### src/rtl/symfir_systolic.sv
module symfir_systolic #(
  parameter int TAPS = 7,
  parameter int DW   = 12,
  parameter int CW   = 12,
  parameter bit ANTI = 1'b0
) (
  input  logic                                   clk,
  input  logic                                   srst,
  input  logic                                   valid_in,
  input  logic signed [DW-1:0]                   data_in,
  input  logic [((TAPS+1)/2)*CW-1:0]             coef_in,
  output logic                                   valid_out,
  output logic signed [DW+CW+$clog2(TAPS)-1:0]   data_out
);
  localparam int NC    = (TAPS + 1) / 2;
  localparam int NPAIR = TAPS / 2;
  localparam int PW    = DW + 1;
  localparam int MW    = PW + CW;
  localparam int OW    = DW + CW + $clog2(TAPS);
  localparam int LAT   = NC + 3;

  logic signed [DW-1:0] dl [TAPS];
  logic [NC*CW-1:0]     coef_q;
  logic [LAT-1:0]       vs;

  always_ff @(posedge clk) begin
    if (srst) begin
      for (int i = 0; i < TAPS; i++) dl[i] <= '0;
    end else if (valid_in) begin
      dl[0] <= data_in;
      for (int i = 1; i < TAPS; i++) dl[i] <= dl[i-1];
    end
  end

  always_ff @(posedge clk) begin
    if (srst) begin
      coef_q <= '0;
      vs     <= '0;
    end else begin
      coef_q <= coef_in;
      vs     <= {vs[LAT-2:0], valid_in};
    end
  end

  for (genvar k = 0; k < NC; k++) begin : g_tap
    logic signed [PW-1:0] pre;
    logic signed [PW-1:0] pv [k+1];
    logic signed [CW-1:0] cv [k+1];
    logic signed [MW-1:0] prod_q;
    logic signed [OW-1:0] acc_r;

    if (k < NPAIR) begin : g_pair
      if (ANTI) begin : g_sub
        assign pre = PW'(dl[k]) - PW'(dl[TAPS-1-k]);
      end else begin : g_add
        assign pre = PW'(dl[k]) + PW'(dl[TAPS-1-k]);
      end
    end else begin : g_mid
      assign pre = PW'(dl[k]);
    end

    always_ff @(posedge clk) begin
      if (srst) begin
        for (int j = 0; j <= k; j++) begin
          pv[j] <= '0;
          cv[j] <= '0;
        end
        prod_q <= '0;
      end else begin
        pv[0] <= pre;
        cv[0] <= $signed(coef_q[k*CW +: CW]);
        for (int j = 1; j <= k; j++) begin
          pv[j] <= pv[j-1];
          cv[j] <= cv[j-1];
        end
        prod_q <= pv[k] * cv[k];
      end
    end

    if (k == 0) begin : g_head
      always_ff @(posedge clk) begin
        if (srst) acc_r <= '0;
        else      acc_r <= OW'(prod_q);
      end
    end else begin : g_link
      always_ff @(posedge clk) begin
        if (srst) acc_r <= '0;
        else      acc_r <= g_tap[k-1].acc_r + OW'(prod_q);
      end
    end
  end

  assign valid_out = vs[LAT-1];
  assign data_out  = g_tap[NC-1].acc_r;
endmodule

### config.mk
export PLATFORM = sky130hd
export DESIGN_NAME = symfir_systolic
export DESIGN_NICKNAME = d
export VERILOG_FILES = /design/src/rtl/symfir_systolic.sv
export SDC_FILE = /design/constraint.sdc
export NUM_CORES = 2
export LEC_CHECK = 0
export ABC_AREA = 1
export BUFFER_PORTS_ARGS = -buffer_cell sky130_fd_sc_hd__clkbuf_2
export CAP_MARGIN = 25
export CORE_ASPECT_RATIO = 1.75
export CORE_MARGIN = 1
export CORE_UTILIZATION = 65
export CTS_CLUSTER_SIZE = 25
export DETAILED_ROUTE_END_ITERATION = 6
export PLACE_DENSITY = 0.82
export SYNTH_ARGS = -nofsm -noshare
export SYNTH_HDL_FRONTEND = slang
export SYNTH_SLANG_ARGS = --single-unit
### constraint.sdc
create_clock -name clk -period 6.06 [get_ports clk]
set_input_delay 0.606 -clock clk [delete_from_list [all_inputs] [get_ports clk]]
set_output_delay 0.606 -clock clk [all_outputs]
set_load 0.1 [all_outputs]
==> results.sh <==
export IMPL_postCtsHoldBufs=0
export IMPL_hold_start="coef_in[9]"
export IMPL_rsz0062_at_grt="false"
export IMPL_worst_path_dominant_cell_family="adder cells"
export IMPL_grt_pass1_wl_um=194000
export IMPL_drt_total_wl_um=122000
export IMPL_tightest_slew_ps=1110
export IMPL_h_tree_depth=2
export IMPL_cts_tree="yes"
export IMPL_reg2reg_from="g_tap[0].cv[0][0]"
export IMPL_rows=130
export IMPL_r2r_slack_ps=780
export IMPL_avgSynthCellArea_um2=7.69
export IMPL_clkTransAtPathRegs_ps=70
export IMPL_max_freq_mhz=189
export IMPL_required_ps=6590
export IMPL_syn_num_nets=7163
export IMPL_synth_area_leader_cell="fa_1"
export IMPL_fin_worst_skew_ps=36.8
export IMPL_routedWlPerCell_um=17.1
export IMPL_worstSetupPathType="reg2reg"
export IMPL_place_congestion=0.970
export IMPL_gr_usage_met2=0.637
export IMPL_final_util=0.702
export IMPL_cp_max_fo=13
export IMPL_path_buf_inv=5
export IMPL_clock_root_buffer="clkbuf_16"
export IMPL_io_buffer_count=90
export IMPL_status="complete, but fails checks"
export IMPL_slowest_delay_ps=660
export IMPL_synth_warnings=0
export IMPL_clockBufferDepth=3
export IMPL_layout_common_cells="inv_1, nand2_1, nor2_1"
export IMPL_core_area_um2=72100
export IMPL_dp_final_hpwl_um=97900
export IMPL_grt_overflow_total=0
export IMPL_p_leak_uw=0.0273
export IMPL_first_pass_iters=7
export IMPL_cp_arrival_ps=5800
export IMPL_dr_total_vias=37700
export IMPL_yosys_top_cells_area="fa_1, dfxtp_1, inv_1"
export IMPL_dr_first_iter_drc_count=2315
export IMPL_final_max_slew_viol_count=0
export IMPL_r2r_end="g_tap[0].prod_q[24]"
export IMPL_multi_input_area_um2=28400
export IMPL_cp_start_kind="register"
export IMPL_hold_viol_final=0
export IMPL_drive_gt1_frac=0.0424
export IMPL_end_kind="register"
export IMPL_maxCapViolCount=0
export IMPL_antenna_found_initial=1
export IMPL_cp_common_cell="inv_1"
export IMPL_synth_seq_area_share=0.264
export IMPL_period_needed_ps=5280
export IMPL_crit_slowest_cell="dfxtp_1"
export IMPL_synthAdderAreaFrac=0.335
export IMPL_met1_usage=0.321
export IMPL_die_area_um2=74300
export IMPL_via_per_inst=5.27
export IMPL_syn_instance_count=6184
export IMPL_pre_cts_ws_ps=804
export IMPL_violations="DRC"
export IMPL_synth_distinct_cells=42
export IMPL_drc_errors=7
export IMPL_die_y_um=360
export IMPL_whs_path_depth=3
export IMPL_syn_area_um2=47500
export IMPL_cts_repair_resized=0
export IMPL_cellPowerDensity_nw_per_um2=183
export IMPL_grt_max_degree=211
export IMPL_max_slew_margin=0.258
export IMPL_pin_count=91
export IMPL_min_path_type="in2reg"
export IMPL_ir_drop_uv=261
export IMPL_synth_compound_area_frac=0.0585
export IMPL_num_antenna_cells=0
export IMPL_fillers=5893
export IMPL_final_nets=7159
export IMPL_use_met3=0.0487
export IMPL_synth_top_cell_area_share=0.249
export IMPL_start_util=0.660
export IMPL_final_period_utilization=0.871
export IMPL_reg2reg_depth=19
export IMPL_postRouteAntennaNets=0
export IMPL_final_common_cell="inv_1"
export IMPL_worstHoldEndpoint="coef_q[9]"
export IMPL_cts_setup_buffers=0
export IMPL_synthSimpleGateAreaFrac=0.200
export IMPL_area_delta_synth_final_pct=6.43
export IMPL_busiest_layer="met2"
export IMPL_ys_ff_latch=590
export IMPL_seq_area_um2=12500
export IMPL_clk_insertion_delay_late_ps=650
export IMPL_cp_cell_sequence="nand2_1 -> fa_1 -> inv_1 -> ha_1 -> inv_1 -> fa_1 -> inv_1 -> fa_1 -> inv_1 -> fa_1 -> inv_1 -> ha_1 -> a21oi_1 -> and2_1 -> nand2_1 -> nand2_1 -> nand3_1 -> o21ai_0 -> nor2_1"
export IMPL_synth_xor_area_share=0.00461
export IMPL_cts_sinks=590
export IMPL_tns_ps=0
export IMPL_setup_violations=0
export IMPL_synthMuxAreaShare=0
export IMPL_die_w_um=206
export IMPL_grt_pass1_vias=39400
export IMPL_grt_usage=0.340
export IMPL_worst_slack_ps=783
export IMPL_cts_buffers=54
export IMPL_synth_top_family_by_area="adder cells"
## metal layers
layer  share of wire  up-vias  routed length [um]
li1                -    18100                   -
met1            0.32    17900               39100
met2            0.54     1133               66100
met3           0.045      503                5450
met4           0.093        2               11300
met5         0.00011        -                  13
## area by class of cell
cell class,count,area share
inverter,1587,0.118
clock inverter,39,0.00917
timing repair buffer,105,0.0122
sequential,590,0.248
tap,924,0.0228
clock buffer,61,0.0285
multi-input combinational,3842,0.562
## through the flow
| stage | instance area, um^2 | std cells | total power [uW] | hold WS [ps] |
|---|---|---|---|---|
| after global routing | 50600 | 7148 | 9640 | 130 |
| after CTS | 50500 | 7145 | 9310 | 107 |
| after detailed placement | 48600 | 7045 | 5680 | 393 |
| after global placement | 48600 | 7045 | 5650 | 389 |
| final | 50600 | 7148 | 9260 | 143 |
| after floorplan | 47500 | 6184 | 5260 | 388 |
## worst min-delay path, delay by kind of cell
kind / cells / cell delay, ps
buffers and inverters: 2 / 120
AND/OR/NAND/NOR: 1 / 30
## registers in the layout (all words and copies together) (netlist names)
register / cells
dl: 84
g_tap.acc_r: 78
g_tap.pv: 126
g_tap.cv: 120
data_out: 27
g_tap.prod_q: 100
vs: 7
coef_q: 48
## power by group
part	internal [uW]	switching, uW	leakage (uW)	total [uW]
Clock	2010	1640	0.000905	3650
Sequential	4160	196	0.00502	4360
Combinational	427	830	0.0213	1260
## cells in the mapped netlist (all sizes together)
library cell / instances
inv: 1586
nand2: 1333
nor2: 786
fa: 592
dfxtp: 518
ha: 324
a21oi: 282
o21ai: 164
clkbuf: 150
nand3: 148
edfxtp: 72
nand4: 49
nor3: 27
o21a: 25
o21bai: 25
or2: 18
buf: 15
xnor2: 14
and2: 13
xor2: 11
nand3b: 9
a21o: 8
a21boi: 3
a31oi: 3
nor2b: 3
o31ai: 2
a211oi: 1
and2b: 1
clkinv: 1
o22ai: 1
## worst max-delay path by stage
stage / from / end / slack, ps / depth (start not counted)
floorplan: g_tap[3].pv[3][11] / g_tap[3].prod_q[23] / 1320 / 19
global placement: g_tap[1].cv[0][12] / g_tap[1].prod_q[23] / 900 / 21
detailed placement: g_tap[0].cv[0][0] / g_tap[0].prod_q[24] / 800 / 19
CTS: g_tap[0].cv[0][0] / g_tap[0].prod_q[24] / 790 / 19
global route: g_tap[0].cv[0][0] / g_tap[0].prod_q[22] / 410 / 21
finish: g_tap[0].cv[0][0] / g_tap[0].prod_q[24] / 780 / 19
## logic make-up after synthesis
group / count (synthesis)
DFF: 590
buffers and inverters: 1752
xor gates and xnor gates: 25
and+or+nand+nor: 2387
adders and majority gates: 916
AOI/OAI and AO/OA: 514
(Power assumes the default switching activity.)
